<file path="src/rtl/tdd_pkg.sv">
package tdd_pkg;
  typedef enum logic [1:0] {
    ST_IDLE  = 2'd0,
    ST_DELAY = 2'd1,
    ST_RUN   = 2'd2
  } tdd_state_t;

  typedef enum logic [1:0] {
    SRC_EXT  = 2'd0,
    SRC_INT  = 2'd1,
    SRC_SW   = 2'd2,
    SRC_NONE = 2'd3
  } tdd_src_t;
endpackage

</file>
<file path="src/rtl/tdd_sync_src.sv">
module tdd_sync_src #(
  parameter int CW = 32
) (
  input  logic          clk,
  input  logic          rst_n,
  input  logic          enable,
  input  logic [1:0]    sel,
  input  logic          ext_sync,
  input  logic          sw_trig,
  input  logic [CW-1:0] period,
  output logic          sync_evt
);
  import tdd_pkg::*;

  logic          ext_s1, ext_s2, ext_d;
  logic          ext_rise;
  logic [CW-1:0] pcnt;
  logic          per_wrap;
  logic          int_pulse;

  // two-flop synchronizer plus edge history
  always_ff @(posedge clk) begin
    if (!rst_n) begin
      ext_s1 <= 1'b0;
      ext_s2 <= 1'b0;
      ext_d  <= 1'b0;
    end else begin
      ext_s1 <= ext_sync;
      ext_s2 <= ext_s1;
      ext_d  <= ext_s2;
    end
  end

  assign ext_rise = ext_s2 & ~ext_d;

  // internal periodic source
  assign per_wrap  = ({1'b0, pcnt} + {{CW{1'b0}}, 1'b1}) >= {1'b0, period};
  assign int_pulse = enable && (period != '0) && per_wrap;

  always_ff @(posedge clk) begin
    if (!rst_n || !enable || period == '0) pcnt <= '0;
    else if (per_wrap)                      pcnt <= '0;
    else                                    pcnt <= pcnt + 1'b1;
  end

  always_comb begin
    unique case (tdd_src_t'(sel))
      SRC_EXT:  sync_evt = ext_rise;
      SRC_INT:  sync_evt = int_pulse;
      SRC_SW:   sync_evt = sw_trig;
      default:  sync_evt = 1'b0;
    endcase
  end

  a_r7_rise_single: assert property (@(posedge clk) disable iff (!rst_n)
    ext_rise |=> !ext_rise);

  a_r8_pulse_gap: assert property (@(posedge clk) disable iff (!rst_n)
    (int_pulse && period > 1 && $stable(period)) |=> !int_pulse);
endmodule

</file>
<file path="src/rtl/tdd_frame_ctrl.sv">
module tdd_frame_ctrl #(
  parameter int CW = 32
) (
  input  logic           clk,
  input  logic           rst_n,
  input  logic           enable,
  input  logic           sync_evt,
  input  logic [CW-1:0]  delay,
  input  logic [CW-1:0]  len,
  input  logic [CW-1:0]  burst,
  output tdd_pkg::tdd_state_t state,
  output logic [CW-1:0]  tick,
  output logic           frame_end
);
  import tdd_pkg::*;

  logic [CW-1:0] fcnt;
  logic [CW:0]   tick_nxt;
  logic          delay_done;
  logic          frame_last;
  logic          burst_last;

  assign tick_nxt   = {1'b0, tick} + {{CW{1'b0}}, 1'b1};
  assign delay_done = tick_nxt >= {1'b0, delay};
  assign frame_last = tick_nxt >= {1'b0, len};
  assign burst_last = (burst != '0) &&
                      (({1'b0, fcnt} + {{CW{1'b0}}, 1'b1}) >= {1'b0, burst});
  assign frame_end  = (state == ST_RUN) && frame_last;

  always_ff @(posedge clk) begin
    if (!rst_n || !enable) begin
      state <= ST_IDLE;
      tick  <= '0;
      fcnt  <= '0;
    end else begin
      unique case (state)
        ST_IDLE: begin
          tick <= '0;
          fcnt <= '0;
          if (sync_evt) state <= (delay == '0) ? ST_RUN : ST_DELAY;
        end
        ST_DELAY: begin
          if (delay_done) begin
            tick  <= '0;
            state <= ST_RUN;
          end else begin
            tick <= tick_nxt[CW-1:0];
          end
        end
        ST_RUN: begin
          if (frame_last) begin
            tick <= '0;
            if (burst_last) state <= ST_IDLE;
            else            fcnt  <= fcnt + 1'b1;
          end else begin
            tick <= tick_nxt[CW-1:0];
          end
        end
        default: state <= ST_IDLE;
      endcase
    end
  end

  a_r10_disable_idle: assert property (@(posedge clk) disable iff (!rst_n)
    !enable |=> (state == ST_IDLE && tick == '0));

  a_r4_delay_entry: assert property (@(posedge clk) disable iff (!rst_n)
    (state == ST_DELAY && $past(state) != ST_DELAY) |-> $past(state) == ST_IDLE);

  a_r3_frame_wrap: assert property (@(posedge clk) disable iff (!rst_n)
    (frame_end && enable) |=> (tick == '0));

  a_r9_busy_ignore: assert property (@(posedge clk) disable iff (!rst_n)
    (state == ST_RUN && enable && !frame_last) |=> state == ST_RUN);
endmodule

</file>
<file path="src/rtl/tdd_channel.sv">
module tdd_channel #(
  parameter int CW = 32
) (
  input  logic          clk,
  input  logic          rst_n,
  input  logic          run,
  input  logic [CW-1:0] tick,
  input  logic [CW-1:0] start,
  input  logic [CW-1:0] stop,
  input  logic          en,
  input  logic          pol,
  output logic          out
);
  logic in_win;

  always_comb begin
    if (start < stop)      in_win = (tick >= start) && (tick < stop);
    else if (start > stop) in_win = (tick >= start) || (tick < stop);
    else                   in_win = 1'b0;
  end

  assign out = pol ^ (run & en & in_win);

  a_r1_empty_window: assert property (@(posedge clk) disable iff (!rst_n)
    (start == stop) |-> (out == pol));
endmodule

</file>
<file path="src/rtl/tdd_timing_gen.sv">
module tdd_timing_gen #(
  parameter int NCH = 8,
  parameter int CW  = 32
) (
  input  logic             clk,
  input  logic             rst_n,
  input  logic             enable,
  input  logic [1:0]       sync_sel,
  input  logic             ext_sync,
  input  logic             sw_trig,
  input  logic [CW-1:0]    sync_period,
  input  logic [CW-1:0]    start_delay,
  input  logic [CW-1:0]    frame_len,
  input  logic [CW-1:0]    burst_len,
  input  logic [NCH*CW-1:0] ch_start,
  input  logic [NCH*CW-1:0] ch_stop,
  input  logic [NCH-1:0]   ch_en,
  input  logic [NCH-1:0]   ch_pol,
  output logic [NCH-1:0]   ch_out,
  output logic [1:0]       state_o,
  output logic             frame_end
);
  import tdd_pkg::*;

  logic          sync_evt;
  tdd_state_t    state;
  logic [CW-1:0] tick;
  logic          run;

  tdd_sync_src #(.CW(CW)) u_sync (
    .clk      (clk),
    .rst_n    (rst_n),
    .enable   (enable),
    .sel      (sync_sel),
    .ext_sync (ext_sync),
    .sw_trig  (sw_trig),
    .period   (sync_period),
    .sync_evt (sync_evt)
  );

  tdd_frame_ctrl #(.CW(CW)) u_frame (
    .clk       (clk),
    .rst_n     (rst_n),
    .enable    (enable),
    .sync_evt  (sync_evt),
    .delay     (start_delay),
    .len       (frame_len),
    .burst     (burst_len),
    .state     (state),
    .tick      (tick),
    .frame_end (frame_end)
  );

  assign run     = (state == ST_RUN);
  assign state_o = state;

  for (genvar gi = 0; gi < NCH; gi++) begin : g_ch
    tdd_channel #(.CW(CW)) u_ch (
      .clk   (clk),
      .rst_n (rst_n),
      .run   (run),
      .tick  (tick),
      .start (ch_start[gi*CW +: CW]),
      .stop  (ch_stop[gi*CW +: CW]),
      .en    (ch_en[gi]),
      .pol   (ch_pol[gi]),
      .out   (ch_out[gi])
    );
  end

  a_r11_idle_inactive: assert property (@(posedge clk) disable iff (!rst_n)
    (state_o != 2'd2) |-> (ch_out == ch_pol));

  a_r3_end_in_run: assert property (@(posedge clk) disable iff (!rst_n)
    frame_end |-> (state_o == 2'd2));
endmodule

</file>
<file path="config.mk">
export PLATFORM = sky130hd
export DESIGN_NAME = tdd_timing_gen
export DESIGN_NICKNAME = d
export VERILOG_FILES = /design/src/rtl/tdd_pkg.sv /design/src/rtl/tdd_sync_src.sv /design/src/rtl/tdd_frame_ctrl.sv /design/src/rtl/tdd_channel.sv /design/src/rtl/tdd_timing_gen.sv
export SDC_FILE = /design/constraint.sdc
export NUM_CORES = 2
export LEC_CHECK = 0
export BUFFER_PORTS_ARGS = -buffer_cell sky130_fd_sc_hd__buf_2
export CORE_AREA = 5 5 259 261
export DETAILED_ROUTE_END_ITERATION = 16
export DIE_AREA = 0 0 264 266
export PLACE_DENSITY_LB_ADDON = 0.15
export REMOVE_ABC_BUFFERS = 1
export SETUP_SLACK_MARGIN = 0.5
export SYNTH_ARGS = -nofsm -noshare
export SYNTH_HDL_FRONTEND = slang
export SYNTH_SLANG_ARGS = --single-unit
</file>
<file path="constraint.sdc">
create_clock -name clk -period 4.4 [get_ports clk]
set_input_delay 0.44 -clock clk [delete_from_list [all_inputs] [get_ports clk]]
set_output_delay 0.44 -clock clk [all_outputs]
set_load 0.005 [all_outputs]
</file>
==> summary.md <==
| Metric | Value |
|---|---|
| Total track usage | 0.2988 |
| Final Hold Viols | 0 |
| Max FO, Critical Path | 6 |
| Critical Path AT | ~3.5 ns |
| Synth area leaders | ha_1 41%, inv_1 9.1%, dfxtp_1 7.5% |
| Reg2Reg Depth | 15 |
| Top cells by count, synth | 895 x ha_1, 658 x inv_1, 267 x a21oi_1 |
| Total Wirelength | 114.0 mm |
| Post-synthesis xor/xnor area fraction | 0.03144 |
| Initial antenna violation count | 39 |
| FMAX | 252.3 MHz |
| Total number of vias | 29,170 |
| Async SR Flop Fraction | 0 |
| Post-synthesis sequential area ratio | 0.07482 |
| Final-stage net count | 5,894 |
| Clock Sinks | 101 |
| CP Data Required Time | 3.96 ns |
| Reg-to-reg endpoint | u_frame.tick[25]$_SDFFE_PP0P_ |
| Vias per inst | 5.587 |
| DPL Wire Length | 95.15 mm |
| Worst Hold Depth | 2 |
| Crit Path Class | reg2out |
| Tightest Pin Transition | 1.067 ns |
| Remaining global-route overflow | 0 |
| Power Density | 95.54 mW/mm² |
| Max VDD drop | 0.1653 mV |
| Syn avg cell area | around 7.6 µm² |
| Number of synthesized flops with an enable pin | 0 |
| Core Region | 0.06423 mm² |
| Die Width | 264 µm |
| Post-synthesis mux area share | 0.0003704 |
| Hold-fix buffers, CTS | 0 |
| Synth Area in Simple Gates | 0.1779 |
| Worst setup SP type | register |
| Synthesized cell area | 0.02702 mm² |
| Area share of the largest cell type after synthesis | 0.4144 |
| Yosys reg bits | slightly above 100 |
| Combinational family with the most area after synthesis | adder cells |
| I/O Pins | between 600 and 700 |
| Primary FF master, synth | dfxtp_1 |
| Largest net degree at the start of global routing | between 60 and 70 |
| First-pass GRT wire length | 164.4 mm |
| Final Skew | between 0.01 and 0.015 ns |
| Final setup vio count | 0 |
| Vias in the first global route | ~28,000 |
| Routed Antenna Nets | 0 |
| H-tree Lvls | 3 |
| Pre-CTS setup slack | 0.09272 ns |
| Slew Limit Fails | 0 |
| Final worst-path cycle share | 0.9008 |
| CTS clk-pin slew, worst paths | around 0.080 ns |
| Core Rows | 93 |
| Port bufs | 673 |
| HP Class | in2reg |
| Netlist cell types | 85 |
| Setup ws final | around 0.44 ns |
| # fillers | between 6,000 and 7,000 |
| Drc violations | 0 |
| Clock latency on the worst-skew pair | 0.38 ns |
| End point of the critical path | frame_end |
| Compound-Gate Fraction of Synth Area | 0.2016 |
| Slew HR | 0.2887 |
| Die Y | 266 µm |
| RSZ-0062 raised after global routing | yes |
| CTS tree | built |
| Average wire per standard cell | 21.83 µm |
| Clock Tree Buf Depth | 2 |
| Reg2reg setup slack | roughly 0.45 ns |
| P_leak | 0.02010 µW |
| RR Startpoint | u_frame.tick[4]$_SDFFE_PP0P_ |
| Setup TNS | 0 ns |
| Ratio of cells with drive above 1 in the final layout | 0.2403 |
| Outcome | complete, no violations |
| Crit path time final | 3.964 ns |
| Initial core utilization | 0.4207 |
| Max cap viols | 0 |
| Critical path endpoint category | output port |
| Synthesis warning total | 0 |
| Area grow syn2layout | 25.94% |
| TritonCTS buffer count | 9 |
| Syn Inst Count | 3,551 |
| Most common cell in the netlist | ha_1 |
| Critical path origin | u_frame.tick[4]$_SDFFE_PP0P_ |
| Die ar. | roughly 0.07 mm² |
| First DRT Iteration DRCs | 1,665 |
| DRT Pass-1 Iters | 7 |
| Post-synth top area cell | ha_1 |
| GP Congestion | 0.9836 |
| Clock root buffer | clkbuf_16 |
| Adder-cell share of the synthesized area | 0.4144 |
## power breakdown
part           internal (µW)  switching (µW)  leakage (µW)
combinational            650             868        0.0191
sequential               907            1.87      0.000841
clock                    397             427      0.000141
total                   1950            1300        0.0201
## worst min path at each step
| stage | to | startpoint |
|---|---|---|
| 6_report | u_sync.ext_s1$_SDFF_PN0_ | ext_sync |
| 5_1_grt | u_sync.ext_s1$_SDFF_PN0_ | ext_sync |
| 4_1_cts | u_sync.ext_s1$_SDFF_PN0_ | ext_sync |
| 3_5_place_dp | u_sync.ext_s2$_SDFF_PN0_ | u_sync.ext_s1$_SDFF_PN0_ |
| 3_3_place_gp | u_sync.ext_s2$_SDFF_PN0_ | u_sync.ext_s1$_SDFF_PN0_ |
| 2_1_floorplan | u_sync.ext_s2$_SDFF_PN0_ | u_sync.ext_s1$_SDFF_PN0_ |
## sequential cells by signal (all words and copies together), names as in the netlist
name,count
u_frame.fcnt,32
u_sync.pcnt,32
u_sync.ext_s2,1
u_frame.tick,32
u_sync.ext_d,1
u_frame.state,2
u_sync.ext_s1,1
## logic make-up after synthesis
kind of cell               Yosys count
AOI/OAI and AO/OA                  846
buffers and inverters              700
and+or+nand+nor                    911
DFF                                101
muxes                                1
xor gates and xnor gates            97
adders and majority gates          895
## critical path, cell delays in order (launching register included)
cell	delay (ns)
dfxtp_2	0.36
and3_4	0.19
and3_4	0.19
nand4_1	0.25
nand2b_4	0.26
xnor2_4	0.14
ha_1	0.32
a21o_1	0.19
a21o_1	0.17
a21oi_1	0.27
o22ai_2	0.15
nor3_2	0.26
and2_4	0.22
nor2b_4	0.04
buf_2	0.12
## through the flow
stage	hold slack [ns]	area, µm²	total power (µW)	utilization	instances
after floorplan	0.4118	26810	1730	-	3509
after global placement	0.4169	31820	2397	0.4954	5106
after detailed placement	0.4206	31820	2404	0.4954	5106
after CTS	0.2596	32670	3231	0.5086	5135
after global routing	0.2700	34020	3498	0.5296	5214
final	0.2650	34030	3251	0.5298	5221
## cell type report
type                       count  area, µm²  share of cell area
clock inverter                 7      66.31            0.001949
tap                          855       1070             0.03143
inverter                     658       2472             0.07265
antenna                       25      62.56            0.001838
timing repair buffer         811       4730              0.1390
clock buffer                   9      225.2            0.006618
sequential                   101       2113             0.06210
multi-input combinational   2755      23290              0.6844
## cells in the final DEF (no fill, tap or decap), types with 93 or more instances in the layout
cell type	count
a21oi_1	250
a21o_1	146
inv_1	657
buf_2	673
nand4_1	159
buf_4	100
nand2_1	152
ha_1	888
nand3_1	93
o21ai_0	149
nor2_1	171
## what timing repair did
action / CTS / global route
resized for setup: 108 / 172
endpoints found under the setup margin: 104 / 106
pin swaps: 18 / 90
buffers inserted: 11 / 51
gates cloned: 2 / 10
## routing by layer
| metal | up-vias | part of all wire | track usage |
|---|---|---|---|
| li1 | 14490 | - | - |
| met1 | 13480 | 0.43 | 0.3730 |
| met2 | 915 | 0.47 | 0.5189 |
| met3 | 252 | 0.057 | 0.05014 |
| met4 | 26 | 0.039 | 0.1101 |
| met5 | - | 0.0016 | 0 |
Power figures use the tool's default switching activity.
